## src/rtl/ptw_pkg.sv

```systemverilog
package ptw_pkg;

   typedef enum logic [1:0] {
      FLT_NONE  = 2'd0,
      FLT_XLATE = 2'd1,
      FLT_PROT  = 2'd2
   } ptw_fault_e;

   typedef enum logic [1:0] {
      DK_FAULT = 2'd0,
      DK_TABLE = 2'd1,
      DK_LEAF  = 2'd2
   } desc_kind_e;

   typedef enum logic [2:0] {
      S_IDLE    = 3'd0,
      S_L1_REQ  = 3'd1,
      S_L1_WAIT = 3'd2,
      S_L2_REQ  = 3'd3,
      S_L2_WAIT = 3'd4,
      S_DONE    = 3'd5
   } walk_state_e;

   localparam int PERM_W = 2;

endpackage

```

## src/rtl/ptw_fetch_addr.sv

```systemverilog
module ptw_fetch_addr #(
   parameter int PA_W      = 36,
   parameter int IDX_W     = 12,
   parameter int ENT_LOG2  = 2
) (
   input  logic [PA_W-1:0]  base,
   input  logic [IDX_W-1:0] idx,
   output logic [PA_W-1:0]  addr
);
   localparam int SPAN_W = IDX_W + ENT_LOG2;

   generate
      if (SPAN_W > PA_W) begin : g_bad_span
         $error("ptw_fetch_addr: index span wider than address");
      end
   endgenerate

   logic [PA_W-1:0] offs;
   assign offs = PA_W'(idx) << ENT_LOG2;
   assign addr = base + offs;
endmodule

```

## src/rtl/ptw_desc_decode.sv

```systemverilog
module ptw_desc_decode
   import ptw_pkg::*;
#(
   parameter int LEVEL       = 1,
   parameter int VA_W        = 32,
   parameter int PA_W        = 36,
   parameter int DESC_W      = 32,
   parameter int WIDE_SHIFT  = 4,
   parameter int SECT_OFF_W  = 20,
   parameter int LARGE_OFF_W = 16,
   parameter int PAGE_OFF_W  = 12,
   parameter int TBL_ALIGN   = 6,
   parameter int PERM_LSB    = 4
) (
   input  logic [DESC_W-1:0] desc,
   input  logic              wide,
   input  logic [VA_W-1:0]   va,
   output desc_kind_e        kind,
   output logic [PA_W-1:0]   leaf_pa,
   output logic [PERM_W-1:0] perm,
   output logic [PA_W-1:0]   next_base
);
   localparam logic [PA_W-1:0] ONE       = PA_W'(1);
   localparam logic [PA_W-1:0] SECT_LOW  = (ONE << SECT_OFF_W) - ONE;
   localparam logic [PA_W-1:0] LARGE_LOW = (ONE << LARGE_OFF_W) - ONE;
   localparam logic [PA_W-1:0] PAGE_LOW  = (ONE << PAGE_OFF_W) - ONE;
   localparam logic [PA_W-1:0] ALIGN_LOW = (ONE << TBL_ALIGN) - ONE;

   generate
      if (PERM_LSB + PERM_W > DESC_W) begin : g_bad_perm
         $error("ptw_desc_decode: permission field outside descriptor");
      end
      if (LEVEL != 1 && LEVEL != 2) begin : g_bad_level
         $error("ptw_desc_decode: LEVEL must be 1 or 2");
      end
   endgenerate

   logic [PA_W-1:0] desc_ext;
   logic [PA_W-1:0] desc_sh;
   logic [PA_W-1:0] va_ext;

   assign desc_ext = PA_W'(desc);
   assign desc_sh  = wide ? (desc_ext << WIDE_SHIFT) : desc_ext;
   assign va_ext   = PA_W'(va);
   assign perm     = desc[PERM_LSB +: PERM_W];

   generate
      if (LEVEL == 1) begin : g_first
         logic [PA_W-1:0] tbl_raw;
         assign tbl_raw = desc_ext & ~ALIGN_LOW;
         always_comb begin
            next_base = wide ? (tbl_raw << WIDE_SHIFT) : tbl_raw;
            leaf_pa   = (desc_sh & ~SECT_LOW) | (va_ext & SECT_LOW);
            case (desc[1:0])
               2'b10:   kind = DK_LEAF;
               2'b01:   kind = DK_TABLE;
               default: kind = DK_FAULT;
            endcase
         end
      end else begin : g_second
         always_comb begin
            next_base = '0;
            if (desc[1]) begin
               kind    = DK_LEAF;
               leaf_pa = (desc_sh & ~PAGE_LOW) | (va_ext & PAGE_LOW);
            end else if (desc[0]) begin
               kind    = DK_LEAF;
               leaf_pa = (desc_sh & ~LARGE_LOW) | (va_ext & LARGE_LOW);
            end else begin
               kind    = DK_FAULT;
               leaf_pa = '0;
            end
         end
      end
   endgenerate
endmodule

```

## src/rtl/ptw_perm_check.sv

```systemverilog
module ptw_perm_check
   import ptw_pkg::*;
(
   input  logic              enforce,
   input  logic [PERM_W-1:0] perm,
   input  logic              write,
   output logic              allow
);
   logic needed;
   assign needed = write ? perm[1] : perm[0];
   assign allow  = !enforce || needed;
endmodule

```

## src/rtl/ptw_walker.sv

```systemverilog
module ptw_walker
   import ptw_pkg::*;
#(
   parameter int VA_W        = 32,
   parameter int PA_W        = 36,
   parameter int DESC_W      = 32,
   parameter int L1_IDX_W    = 12,
   parameter int PAGE_OFF_W  = 12,
   parameter int LARGE_OFF_W = 16,
   parameter int WIDE_SHIFT  = 4,
   parameter int BASE_SHIFT  = 12,
   parameter int TBL_ALIGN   = 6,
   parameter int L1_PERM_LSB = 4,
   parameter int L2_PERM_LSB = 2
) (
   input  logic              clk,
   input  logic              rst_n,
   input  logic              wide_mode,
   input  logic [DESC_W-1:0] tbl_base,
   input  logic              req_valid,
   output logic              req_ready,
   input  logic [VA_W-1:0]   req_va,
   input  logic              req_write,
   output logic              mem_rd_valid,
   output logic [PA_W-1:0]   mem_rd_addr,
   input  logic              mem_rd_ack,
   input  logic [DESC_W-1:0] mem_rd_data,
   output logic              rsp_valid,
   output logic [PA_W-1:0]   rsp_pa,
   output logic [1:0]        rsp_fault,
   output logic [VA_W-1:0]   rsp_va
);
   localparam int SECT_OFF_W = VA_W - L1_IDX_W;
   localparam int L2_IDX_W   = SECT_OFF_W - PAGE_OFF_W;

   generate
      if (PA_W < DESC_W + WIDE_SHIFT) begin : g_bad_pa
         $error("ptw_walker: PA_W too small for shifted descriptors");
      end
      if (!(PAGE_OFF_W < LARGE_OFF_W && LARGE_OFF_W < SECT_OFF_W)) begin : g_bad_off
         $error("ptw_walker: page, large page and section sizes out of order");
      end
      if (L2_IDX_W < 1) begin : g_bad_l2
         $error("ptw_walker: no room for a second-level index");
      end
   endgenerate

   walk_state_e         state_q;
   logic [VA_W-1:0]     va_q;
   logic                wr_q;
   logic [PA_W-1:0]     l2_addr_q;
   logic [PA_W-1:0]     pa_q;
   ptw_fault_e          fault_q;

   // first-level table base
   logic [PA_W-1:0] root_base;
   assign root_base = wide_mode ? (PA_W'(tbl_base) << BASE_SHIFT) : PA_W'(tbl_base);

   logic [PA_W-1:0] l1_fetch;
   ptw_fetch_addr #(.PA_W(PA_W), .IDX_W(L1_IDX_W)) u_fa1 (
      .base (root_base),
      .idx  (va_q[VA_W-1 -: L1_IDX_W]),
      .addr (l1_fetch)
   );

   desc_kind_e        l1_kind, l2_kind;
   logic [PA_W-1:0]   l1_pa, l2_pa, l1_next, l2_next_unused;
   logic [PERM_W-1:0] l1_perm, l2_perm;

   ptw_desc_decode #(
      .LEVEL(1), .VA_W(VA_W), .PA_W(PA_W), .DESC_W(DESC_W),
      .WIDE_SHIFT(WIDE_SHIFT), .SECT_OFF_W(SECT_OFF_W),
      .LARGE_OFF_W(LARGE_OFF_W), .PAGE_OFF_W(PAGE_OFF_W),
      .TBL_ALIGN(TBL_ALIGN), .PERM_LSB(L1_PERM_LSB)
   ) u_dec1 (
      .desc(mem_rd_data), .wide(wide_mode), .va(va_q),
      .kind(l1_kind), .leaf_pa(l1_pa), .perm(l1_perm), .next_base(l1_next)
   );

   ptw_desc_decode #(
      .LEVEL(2), .VA_W(VA_W), .PA_W(PA_W), .DESC_W(DESC_W),
      .WIDE_SHIFT(WIDE_SHIFT), .SECT_OFF_W(SECT_OFF_W),
      .LARGE_OFF_W(LARGE_OFF_W), .PAGE_OFF_W(PAGE_OFF_W),
      .TBL_ALIGN(TBL_ALIGN), .PERM_LSB(L2_PERM_LSB)
   ) u_dec2 (
      .desc(mem_rd_data), .wide(wide_mode), .va(va_q),
      .kind(l2_kind), .leaf_pa(l2_pa), .perm(l2_perm), .next_base(l2_next_unused)
   );

   logic [PA_W-1:0] l2_fetch;
   ptw_fetch_addr #(.PA_W(PA_W), .IDX_W(L2_IDX_W)) u_fa2 (
      .base (l1_next),
      .idx  (va_q[SECT_OFF_W-1 -: L2_IDX_W]),
      .addr (l2_fetch)
   );

   logic [PERM_W-1:0] perm_sel;
   logic              allow;
   assign perm_sel = (state_q == S_L2_WAIT) ? l2_perm : l1_perm;

   ptw_perm_check u_perm (
      .enforce (wide_mode),
      .perm    (perm_sel),
      .write   (wr_q),
      .allow   (allow)
   );

   always_ff @(posedge clk or negedge rst_n) begin
      if (!rst_n) begin
         state_q   <= S_IDLE;
         va_q      <= '0;
         wr_q      <= 1'b0;
         l2_addr_q <= '0;
         pa_q      <= '0;
         fault_q   <= FLT_NONE;
      end else begin
         case (state_q)
            S_IDLE: begin
               if (req_valid) begin
                  va_q    <= req_va;
                  wr_q    <= req_write;
                  state_q <= S_L1_REQ;
               end
            end
            S_L1_REQ: state_q <= S_L1_WAIT;
            S_L1_WAIT: begin
               if (mem_rd_ack) begin
                  case (l1_kind)
                     DK_LEAF: begin
                        pa_q    <= allow ? l1_pa : '0;
                        fault_q <= allow ? FLT_NONE : FLT_PROT;
                        state_q <= S_DONE;
                     end
                     DK_TABLE: begin
                        l2_addr_q <= l2_fetch;
                        state_q   <= S_L2_REQ;
                     end
                     default: begin
                        pa_q    <= '0;
                        fault_q <= FLT_XLATE;
                        state_q <= S_DONE;
                     end
                  endcase
               end
            end
            S_L2_REQ: state_q <= S_L2_WAIT;
            S_L2_WAIT: begin
               if (mem_rd_ack) begin
                  if (l2_kind == DK_LEAF) begin
                     pa_q    <= allow ? l2_pa : '0;
                     fault_q <= allow ? FLT_NONE : FLT_PROT;
                  end else begin
                     pa_q    <= '0;
                     fault_q <= FLT_XLATE;
                  end
                  state_q <= S_DONE;
               end
            end
            S_DONE:  state_q <= S_IDLE;
            default: state_q <= S_IDLE;
         endcase
      end
   end

   assign req_ready    = (state_q == S_IDLE);
   assign mem_rd_valid = (state_q == S_L1_REQ) || (state_q == S_L2_REQ);
   assign mem_rd_addr  = (state_q == S_L2_REQ) ? l2_addr_q : l1_fetch;
   assign rsp_valid    = (state_q == S_DONE);
   assign rsp_pa       = pa_q;
   assign rsp_fault    = fault_q;
   assign rsp_va       = va_q;
endmodule

```

## config.mk

```make
export PLATFORM = sky130hd
export DESIGN_NAME = ptw_walker
export DESIGN_NICKNAME = d
export VERILOG_FILES = /design/src/rtl/ptw_pkg.sv /design/src/rtl/ptw_fetch_addr.sv /design/src/rtl/ptw_desc_decode.sv /design/src/rtl/ptw_perm_check.sv /design/src/rtl/ptw_walker.sv
export SDC_FILE = /design/constraint.sdc
export NUM_CORES = 1
export LEC_CHECK = 0
export ABC_AREA = 1
export BUFFER_PORTS_ARGS = -buffer_cell sky130_fd_sc_hd__buf_2
export CAP_MARGIN = 40
export CORE_MARGIN = 5
export CORE_UTILIZATION = 30
export CTS_CLUSTER_DIAMETER = 200
export DETAILED_ROUTE_END_ITERATION = 8
export GPL_TIMING_DRIVEN = 0
export REMOVE_ABC_BUFFERS = 1
export SYNTH_ARGS = -nofsm -noshare
export SYNTH_HDL_FRONTEND = slang
export SYNTH_SLANG_ARGS = --single-unit
```

## constraint.sdc

```tcl
create_clock -name clk -period 3.05 [get_ports clk]
set_input_delay 0.1525 -clock clk [delete_from_list [all_inputs] [get_ports clk]]
set_output_delay 0.1525 -clock clk [all_outputs]
set_load 0.1 [all_outputs]
```

==> out/results.txt, run 1 <==
Run status: completed
Mapped Area: 8170 sq um
Via density: 4.79
Global-route wire length before repair: 44500 microns
Detailed-route via count: 8439
Cell Chain, Critical Path: ha_1 > nand2_1 > nor2_1 > nand3_1 > nand3_1 > nand2_1 > nand2_1 > nand2_1 > a31oi_1 > buf_2
Tcrit/Tclk final: 94.1%
Syn. warnings: 0
Clk slew on worst S/H paths: 0.09 ns
Setup crit start kind: flop
Register area: 2700 sq um
Die Y: 175 microns
Post-DRT Antenna Nets: 0
WP data arrival: 2.72 ns
# nets final: 1537
Crit path max-delay family: simple AND/OR/NAND/NOR gates
Most used cell, CP: nand2_1
Max cap viols: 0
Static Leak: 5.39 nW
PD cells: 1190 nW/um^2
Dpl hpwl: 22600 microns
Ys flop type: dfrtp_1
Worst slew margin: 49.9%
VDD IR max: 1.12 mV
CTS max path bufs: 2
Clk_skew: 0.0202 ns
Worst EP required: 2.90 ns
Min cycle time layout: 2.87 ns
Synth area leaders: dfrtp_1 33%, nand2_1 23%, inv_1 5.9%, nand3_1 5.8%, nor2_1 4.5%
Fillers: 2936
Post-synthesis sequential area ratio: 33.1%
First-pass iteration count of the detailed router: 5
Final Wtd Congestion: 0.879
Crit path buf inv count: 1
Core ar.: 26900 sq um
Max Slew Vio Count: 0
Hold_ws: 0.0109 ns
Mean area per synthesized cell: 6.69 sq um
CTS tree: done
Num CTS Buffers: 9
Initial Util: 30.4%
Post-DR wirelength/cell: 16.0 microns
I/O pin cnt: 211
Multi-input gate area: 4650 sq um
PortBufs: 210
Clk sinks: 108
Share of layout cells above drive strength 1: 23.8%
Full die area: 30600 sq um
Number of synthesized flops with an enable pin: 0
Largest net degree at the start of global routing: 66
Number of diodes: 0
RSZ-0062 raised after global routing: false
Final Hold Fails: 0
Floorplan row count: 60
Commonest cells post-synth: 490 x nand2_1, 129 x inv_1, 108 x dfrtp_1
Post-synthesis cell type count: 45
CTS root buffer: clkbuf_16
Fraction of registers with async set or reset after synthesis: 100%
Initial drt markers: 505
Cell count after synthesis: 1220
F_max: 0.348 GHz
H-tree lvl count: 3
Vias in the first global route: 8234
Final TNS setup: 0 ns
Crit-path max FO: 5
Grt total ovfl: 0
Total track usage: 18.1%
Final core utilization: 37.2%
CP max stage delay: 0.48 ns
Cell taking the most area after synthesis: dfrtp_1
Setup-failing EPs final: 0
Synthesis-to-finish area growth: 22.6%
Worst setup EP type: output port
WS Path Type: flop to output port
Residual DRC count: 0
Yosys reg bits: 108
Skew-Pair Late Insertion Delay: 0.37 ns
Most frequent cell after synthesis: nand2_1
Transition time of the tightest slew-check pin: 0.751 ns
Wirelength, routed: 28300 microns
Die W: 175 microns
CP max stage cell: buf_2
Top cell type's share of synthesized area: 33.1%
Hold Crit Class: input port to flop
Initial antenna violation count: 3
## stage by stage
stage,setup WS (ns),instances,cell area (sq um),power (W)
after floorplan,-1.84,1179,7880,0.00908
after global placement,-1.32,1730,9360,0.0106
after detailed placement,-0.243,1736,9520,0.0107
after CTS,0.00101,1762,9950,0.0120
after global routing,0.00639,1763,10000,0.0126
final,0.179,1763,10000,0.0119
## power breakdown
part	total, W	internal [W]	leakage (nW)	switching (W)
logic	0.00821	0.00149	3.87	0.00672
clock network	0.00122	0.000602	0.149	0.000621
registers	0.00251	0.00205	1.37	0.000459
total	0.0119	0.00414	5.39	0.00780
## placed cells by master, fill, tap and decap left out, types with 4 or more instances in the layout
cell type      count
o21ai_1           14
inv_2             10
clkbuf_4           4
buf_4             11
xnor2_1            7
buf_16             4
nand2_2           16
ha_1              16
xor2_1             7
nand2_1          489
buf_2            191
o21ai_2           13
o21ai_4            6
a21oi_1           16
nor2_1            97
nand4_1           11
nand3_1           94
a31oi_1           12
nand3b_1           5
nor2_2            15
o21ai_0           26
nor3_1             5
dlygate4sd3_1     10
inv_1            128
clkbuf_16         10
a22oi_1            8
o31ai_1           17
o22ai_1            5
nor2_4             4
dfrtp_1          108
mux2_2            28
## cell type report
cell class                      instances  area share [%]
Timing Repair Buffer                  227            13.9
Tap cell                              341            4.26
Clock inverter                          6           0.625
Inverter                              141            5.40
Sequential cell                       108            27.0
Clock buffer                           10            2.39
Multi-Input combinational cell        930            46.5
## worst reg2reg max path: stages, from the launching register on
cell and delay [ns]:
dfrtp_1 0.42, ha_1 0.23, fa_1 0.24, nand2_1 0.08
o21ai_1 0.37, nand3_2 0.22, inv_1 0.20, nand2_1 0.08
nor2_1 0.20, nand3_1 0.10, nand3_1 0.15, nand2_1 0.07
## state kept, by name, summed over array words and instances (netlist names)
name and cells:
rsp_fault 2, wr_q 1, rsp_pa 36, l2_addr_q 34, state_q 3, rsp_va 32
## path summary, 6_finish.rpt
check | startpoint | end | slack, ns | cells past startpoint
max reg2reg | rsp_va[16]$_DFFE_PN0P_ | l2_addr_q[24]$_DFFE_PN0P_ | 0.57 | 11
min reg2reg | l2_addr_q[6]$_DFFE_PN0P_ | l2_addr_q[6]$_DFFE_PN0P_ | 0.48 | 2
max | rsp_va[29]$_DFFE_PN0P_ | mem_rd_addr[16] | 0.18 | 10
max in group asynchronous | rst_n | rsp_va[22]$_DFFE_PN0P_ | 2.10 | 3
min | req_va[2] | rsp_va[2]$_DFFE_PN0P_ | 0.01 | 2
min in group asynchronous | rst_n | rsp_pa[35]$_DFFE_PN0P_ | 0.27 | 2
## layer usage
layer  vias to the layer above  GRT usage [%]  part of all wire (%)
met5                         -              0                 0.099
met4                         6           2.95                   1.3
met3                        28           4.54                   6.7
met2                       263           30.0                    46
met1                      3873           24.3                    46
li1                       4269              -                     -
## cells by family (layout without fill, tap and decap cells)
family                   count (synthesis)  count (layout)  synth area share [%]
multiplexers                            28              28                  3.86
buffers and inverters                  182             384                  10.0
AND/OR/NAND/NOR                        749             749                  38.6
flip-flops                             108             108                  33.1
adder cells (fa/ha/maj)                 18              18                  2.94
XOR/XNOR                                14              14                  1.50
AO/OA/AOI/OAI                          121             121                  10.0
## what timing repair did
action                                 4_1_cts  5_1_grt
setup buffers                                0        0
hold buffers                                10        0
cloned                                       0        1
endpoints found under the hold margin       52        0
setup endpoints to repair                   23       25
resized for setup                           12       15
Note: power is estimated with default switching activity, not from simulation.
==> run 2, diff against run 1 <==
--- a/config.mk
+++ b/config.mk
@@ -12,7 +12,6 @@
 export CORE_UTILIZATION = 30
 export CTS_CLUSTER_DIAMETER = 200
 export DETAILED_ROUTE_END_ITERATION = 8
-export GPL_TIMING_DRIVEN = 0
 export REMOVE_ABC_BUFFERS = 1
 export SYNTH_ARGS = -nofsm -noshare
 export SYNTH_HDL_FRONTEND = slang
==> out/results.txt, run 2 (synthesis results as in run 1) <==
VDD IR max: 1.20 mV
Worst slew margin: 49.7%
Worst setup EP type: output port
Static Leak: 5.54 nW
CP startpoint: rsp_va[20]$_DFFE_PN0P_
Min cycle time layout: 2.91 ns
CTS root buffer: clkbuf_16
Vias in the first global route: 8312
Initial antenna violation count: 4
Synthesis-to-finish area growth: 27.5%
CTS tree: done
Final Hold Fails: 0
Largest net degree at the start of global routing: 58
Initial drt markers: 447
Final TNS setup: 0 ns
Tot Pwr: 0.0127 W
Hold Buf Count CTS: 9
Die W: 175 microns
Crit-path max FO: 4
Full die area: 30600 sq um
RR Startpoint: rsp_va[16]$_DFFE_PN0P_
Wirelength, routed: 28500 microns
Detailed-route via count: 8390
Core ar.: 26900 sq um
Reg2Reg Depth: 11
Max cap viols: 0
Skew-Pair Late Insertion Delay: 0.37 ns
Floorplan row count: 60
Hold depth: 2
Flop2flop setup slack: 0.73 ns
Setup crit start kind: flop
Multi-input gate area: 4650 sq um
Setup-failing EPs final: 0
H-tree lvl count: 3
Tcrit/Tclk final: 95.3%
Worst EP required: 2.90 ns
I/O pin cnt: 211
PortBufs: 210
Most frequent cells in the layout: 489 x nand2_1, 172 x buf_2, 129 x inv_1
Post-CTS Resized: 0
Dpl cells: 1740
Reg2reg end: l2_addr_q[26]$_DFFE_PN0P_
F_max: 0.344 GHz
CTS max path bufs: 2
Num CTS Buffers: 9
Hold Crit Class: input port to flop
WP data arrival: 2.75 ns
Dpl hpwl: 23100 microns
Transition time of the tightest slew-check pin: 0.754 ns
Grt total ovfl: 0
WS Path Type: flop to output port
Run status: completed
Post-Layout Cell Count: 1766
Post-DR wirelength/cell: 16.1 microns
Via density: 4.75
Die Y: 175 microns
Max reg flops: 36
Clk slew on worst S/H paths: 0.09 ns
Final Wtd Congestion: 0.883
Total track usage: 18.3%
First-pass iteration count of the detailed router: 5
Register area: 2700 sq um
Initial Util: 30.4%
PD cells: 1220 nW/um^2
Residual DRC count: 0
Fillers: 2888
Max Slew Vio Count: 0
Commonest non-fill, non-tap cell in the layout: nand2_1
# nets final: 1539
Share of layout cells above drive strength 1: 23.8%
Worst Setup EP: mem_rd_addr[14]
Setup Fix Bufs, Post-CTS: 0
Clk_skew: 0.0255 ns
Global-route wire length before repair: 45000 microns
Post-DRT Antenna Nets: 0
RSZ-0062 raised after global routing: false
Clk sinks: 108
## run 2: changes by cell type in the layout (fill, tap and decap cells not counted), moves of 2 or more
cell / previous run / this run
buf_8: 2 / 0
buf_2: 191 / 172
buf_12: 1 / 37
clkbuf_4: 4 / 0
buf_16: 4 / 1
buf_6: 3 / 0
## run 2: worst min path at each step
| stage | startpoint | endpoint | slack (ns) |
|---|---|---|---|
| 2_1_floorplan | rst_n | l2_addr_q[10]$_DFFE_PN0P_ | -0.14 |
| 3_3_place_gp | rst_n | rsp_pa[34]$_DFFE_PN0P_ | 0.26 |
| 5_1_grt | req_va[3] | rsp_va[3]$_DFFE_PN0P_ | 0.008 |
| 6_report | req_va[5] | rsp_va[5]$_DFFE_PN0P_ | 0.02 |
| 4_1_cts | req_va[5] | rsp_va[5]$_DFFE_PN0P_ | 0.002 |
| 3_5_place_dp | rst_n | rsp_pa[34]$_DFFE_PN0P_ | 0.27 |
## run 2: cell type report
type / instances / area share (%)
antenna: 1 / 0.0240
timing repair buffer: 229 / 17.2
clock inverter: 7 / 0.721
sequential: 108 / 26.0
tap: 341 / 4.10
inverter: 141 / 5.13
clock buffer: 9 / 2.16
multi-input combinational: 930 / 44.7
## run 2: critical path, cell delays in order (launching register included)
cell and delay [ns]:
dfrtp_1 0.41, ha_1 0.24, fa_1 0.46, nand2_1 0.11, nand3_1 0.09, nand3_1 0.08
nand2_1 0.12, nand2_1 0.09, nand2_1 0.09, xnor2_1 0.13, o21ai_0 0.35, buf_12 0.23
## run 2: report_power, final
part / internal [W] / total, W / switching (W) / leakage (nW)
clock network: 0.000586 / 0.00124 / 0.000650 / 0.145
logic: 0.00213 / 0.00897 / 0.00684 / 4.02
registers: 0.00205 / 0.00249 / 0.000446 / 1.37
total: 0.00477 / 0.0127 / 0.00794 / 5.54
## run 2: stage by stage
| step | cell area, sq um | utilization (%) | setup WS, ns | hold WS (ns) |
|---|---|---|---|---|
| detailed placement | 10000 | 37.3 | 0.417 | 0.269 |
| global route | 10400 | 38.7 | 0.00218 | 0.00770 |
| floorplan | 7880 | - | -1.84 | -0.143 |
| global placement | 9990 | 37.2 | 0.458 | 0.259 |
| finish | 10400 | 38.7 | 0.143 | 0.0173 |
| CTS | 10400 | 38.7 | 0.124 | 0.00193 |
## run 2: routing by layer
layer	up-vias	GRT usage [%]	routed length (microns)
li1	4267	-	-
met1	3829	24.9	13100
met2	255	30.3	13100
met3	33	3.72	1790
met4	6	4.12	441
met5	-	0	26
==> run 3, diff against run 2 <==
--- a/config.mk
+++ b/config.mk
@@ -9,9 +9,10 @@
 export BUFFER_PORTS_ARGS = -buffer_cell sky130_fd_sc_hd__buf_2
 export CAP_MARGIN = 40
 export CORE_MARGIN = 5
-export CORE_UTILIZATION = 30
+export CORE_UTILIZATION = 53
 export CTS_CLUSTER_DIAMETER = 200
 export DETAILED_ROUTE_END_ITERATION = 8
+export PLACE_DENSITY = 0.8
 export REMOVE_ABC_BUFFERS = 1
 export SYNTH_ARGS = -nofsm -noshare
 export SYNTH_HDL_FRONTEND = slang
==> out/results.txt, run 3 (synthesis results as in run 1) <==
CTS root buffer: clkbuf_16
Flop2flop setup slack: 0.76 ns
Dpl hpwl: 20500 microns
CTS tree: done
Num CTS Buffers: 9
Clk slew on worst S/H paths: 0.08 ns
Max Slew Vio Count: 0
Die Y: 134 microns
Core ar.: 15100 sq um
Initial drt markers: 642
Final Hold Fails: 0
Post-DRT Antenna Nets: 0
Initial antenna violation count: 1
F_max: 0.349 GHz
PD cells: 1250 nW/um^2
Worst slew margin: 54.9%
Synthesis-to-finish area growth: 23.5%
Skew-Pair Late Insertion Delay: 0.36 ns
Post-DR wirelength/cell: 15.9 microns
RSZ-0062 raised after global routing: false
Wirelength, routed: 25500 microns
Worst EP required: 2.90 ns
Final Wtd Congestion: 1.00
Run status: completed
Hold Crit Class: input port to flop
Final core utilization: 66.6%
Global-route wire length before repair: 41100 microns
Max cap viols: 0
First-pass iteration count of the detailed router: 6
Min cycle time layout: 2.87 ns
Total track usage: 28.1%
Largest net degree at the start of global routing: 58
Worst Setup Slack, final: 0.183 ns
Residual DRC count: 0
Area post-placement: 9770 sq um
Worst setup EP type: output port
Grt total ovfl: 0
Commonest non-fill, non-tap cell in the layout: nand2_1
DP Worst Slack: 0.212 ns
Initial Util: 53.9%
# nets final: 1529
WP data arrival: 2.71 ns
Setup-failing EPs final: 0
Post-route cell area: 10100 sq um
Transition time of the tightest slew-check pin: 0.677 ns
Full die area: 18000 sq um
Tcrit/Tclk final: 94.0%
I/O pin cnt: 211
WS Path Type: flop to output port
Tot Pwr: 0.0126 W
Clk sinks: 108
VDD IR max: 1.22 mV
Max reg flops: 36
Clk_skew: 0.0111 ns
H-tree lvl count: 3
Detailed-route via count: 8578
CTS max path bufs: 2
Final TNS setup: 0 ns
Share of layout cells above drive strength 1: 23.8%
Die W: 134 microns
Most frequent cells in the layout: 490 x nand2_1, 173 x buf_2, 129 x inv_1
Floorplan row count: 45
Vias in the first global route: 8152
Via density: 5.35
Static Leak: 5.48 nW
PortBufs: 210
Crit-path max FO: 4
Setup crit start kind: flop
[run 3: per-layer routing]
metal | global-route usage (%) | vias to the layer above | share of wire [%]
met5 | 0 | - | 0
met4 | 9.11 | 0 | 2.9
met3 | 7.46 | 53 | 9.1
met2 | 45.5 | 376 | 46
met1 | 37.1 | 3899 | 42
li1 | - | 4250 | -
[run 3: final timing paths]
kind / from / end / cells after the start
setup / recovery: rsp_va[20]$_DFFE_PN0P_ / mem_rd_addr[14] / 11
hold / removal: req_va[5] / rsp_va[5]$_DFFE_PN0P_ / 2
min in group asynchronous: rst_n / rsp_va[23]$_DFFE_PN0P_ / 2
hold reg to reg: l2_addr_q[35]$_DFFE_PN0P_ / l2_addr_q[35]$_DFFE_PN0P_ / 2
max in group asynchronous: rst_n / rsp_pa[27]$_DFFE_PN0P_ / 3
setup reg to reg: rsp_va[16]$_DFFE_PN0P_ / l2_addr_q[26]$_DFFE_PN0P_ / 11
[run 3: power by group]
part	switching (W)	leakage (nW)	internal, W
Combinational	0.00680	3.96	0.00210
Clock	0.000608	0.145	0.000584
Sequential	0.000449	1.37	0.00205
[run 3: final cells by class]
type / count / area [sq um]
sequential: 108 / 2700
fill: 1353 / 5060
clock buffer: 9 / 225
multi-input combinational: 930 / 4650
tap: 188 / 235
inverter: 141 / 534
timing repair buffer: 219 / 1660
clock inverter: 7 / 80.1
antenna: 1 / 2.50
[run 3: worst max-delay path, stage by stage, from the launching register on]
cell and delay (ns):
dfrtp_1 0.41, ha_1 0.25, fa_1 0.44, nand2_1 0.10, nand3_1 0.10, nand3_1 0.10, nand2_1 0.13, nand2_1 0.09
nand2_1 0.09, xnor2_1 0.15, o21ai_1 0.28, buf_12 0.22
[run 3: what timing repair did]
item	CTS	global route
hold buffers	1	0
setup buffers	0	0
setup endpoints to repair	0	1
hold endpoints to repair	51	0
gates resized for setup	0	1
[run 3: metrics by stage]
stage	cells	hold WS [ns]
floorplan	1179	-0.143
global placement	1585	0.221
detailed placement	1585	0.232
CTS	1602	0.00860
global route	1603	0.0104
finish	1603	0.0196
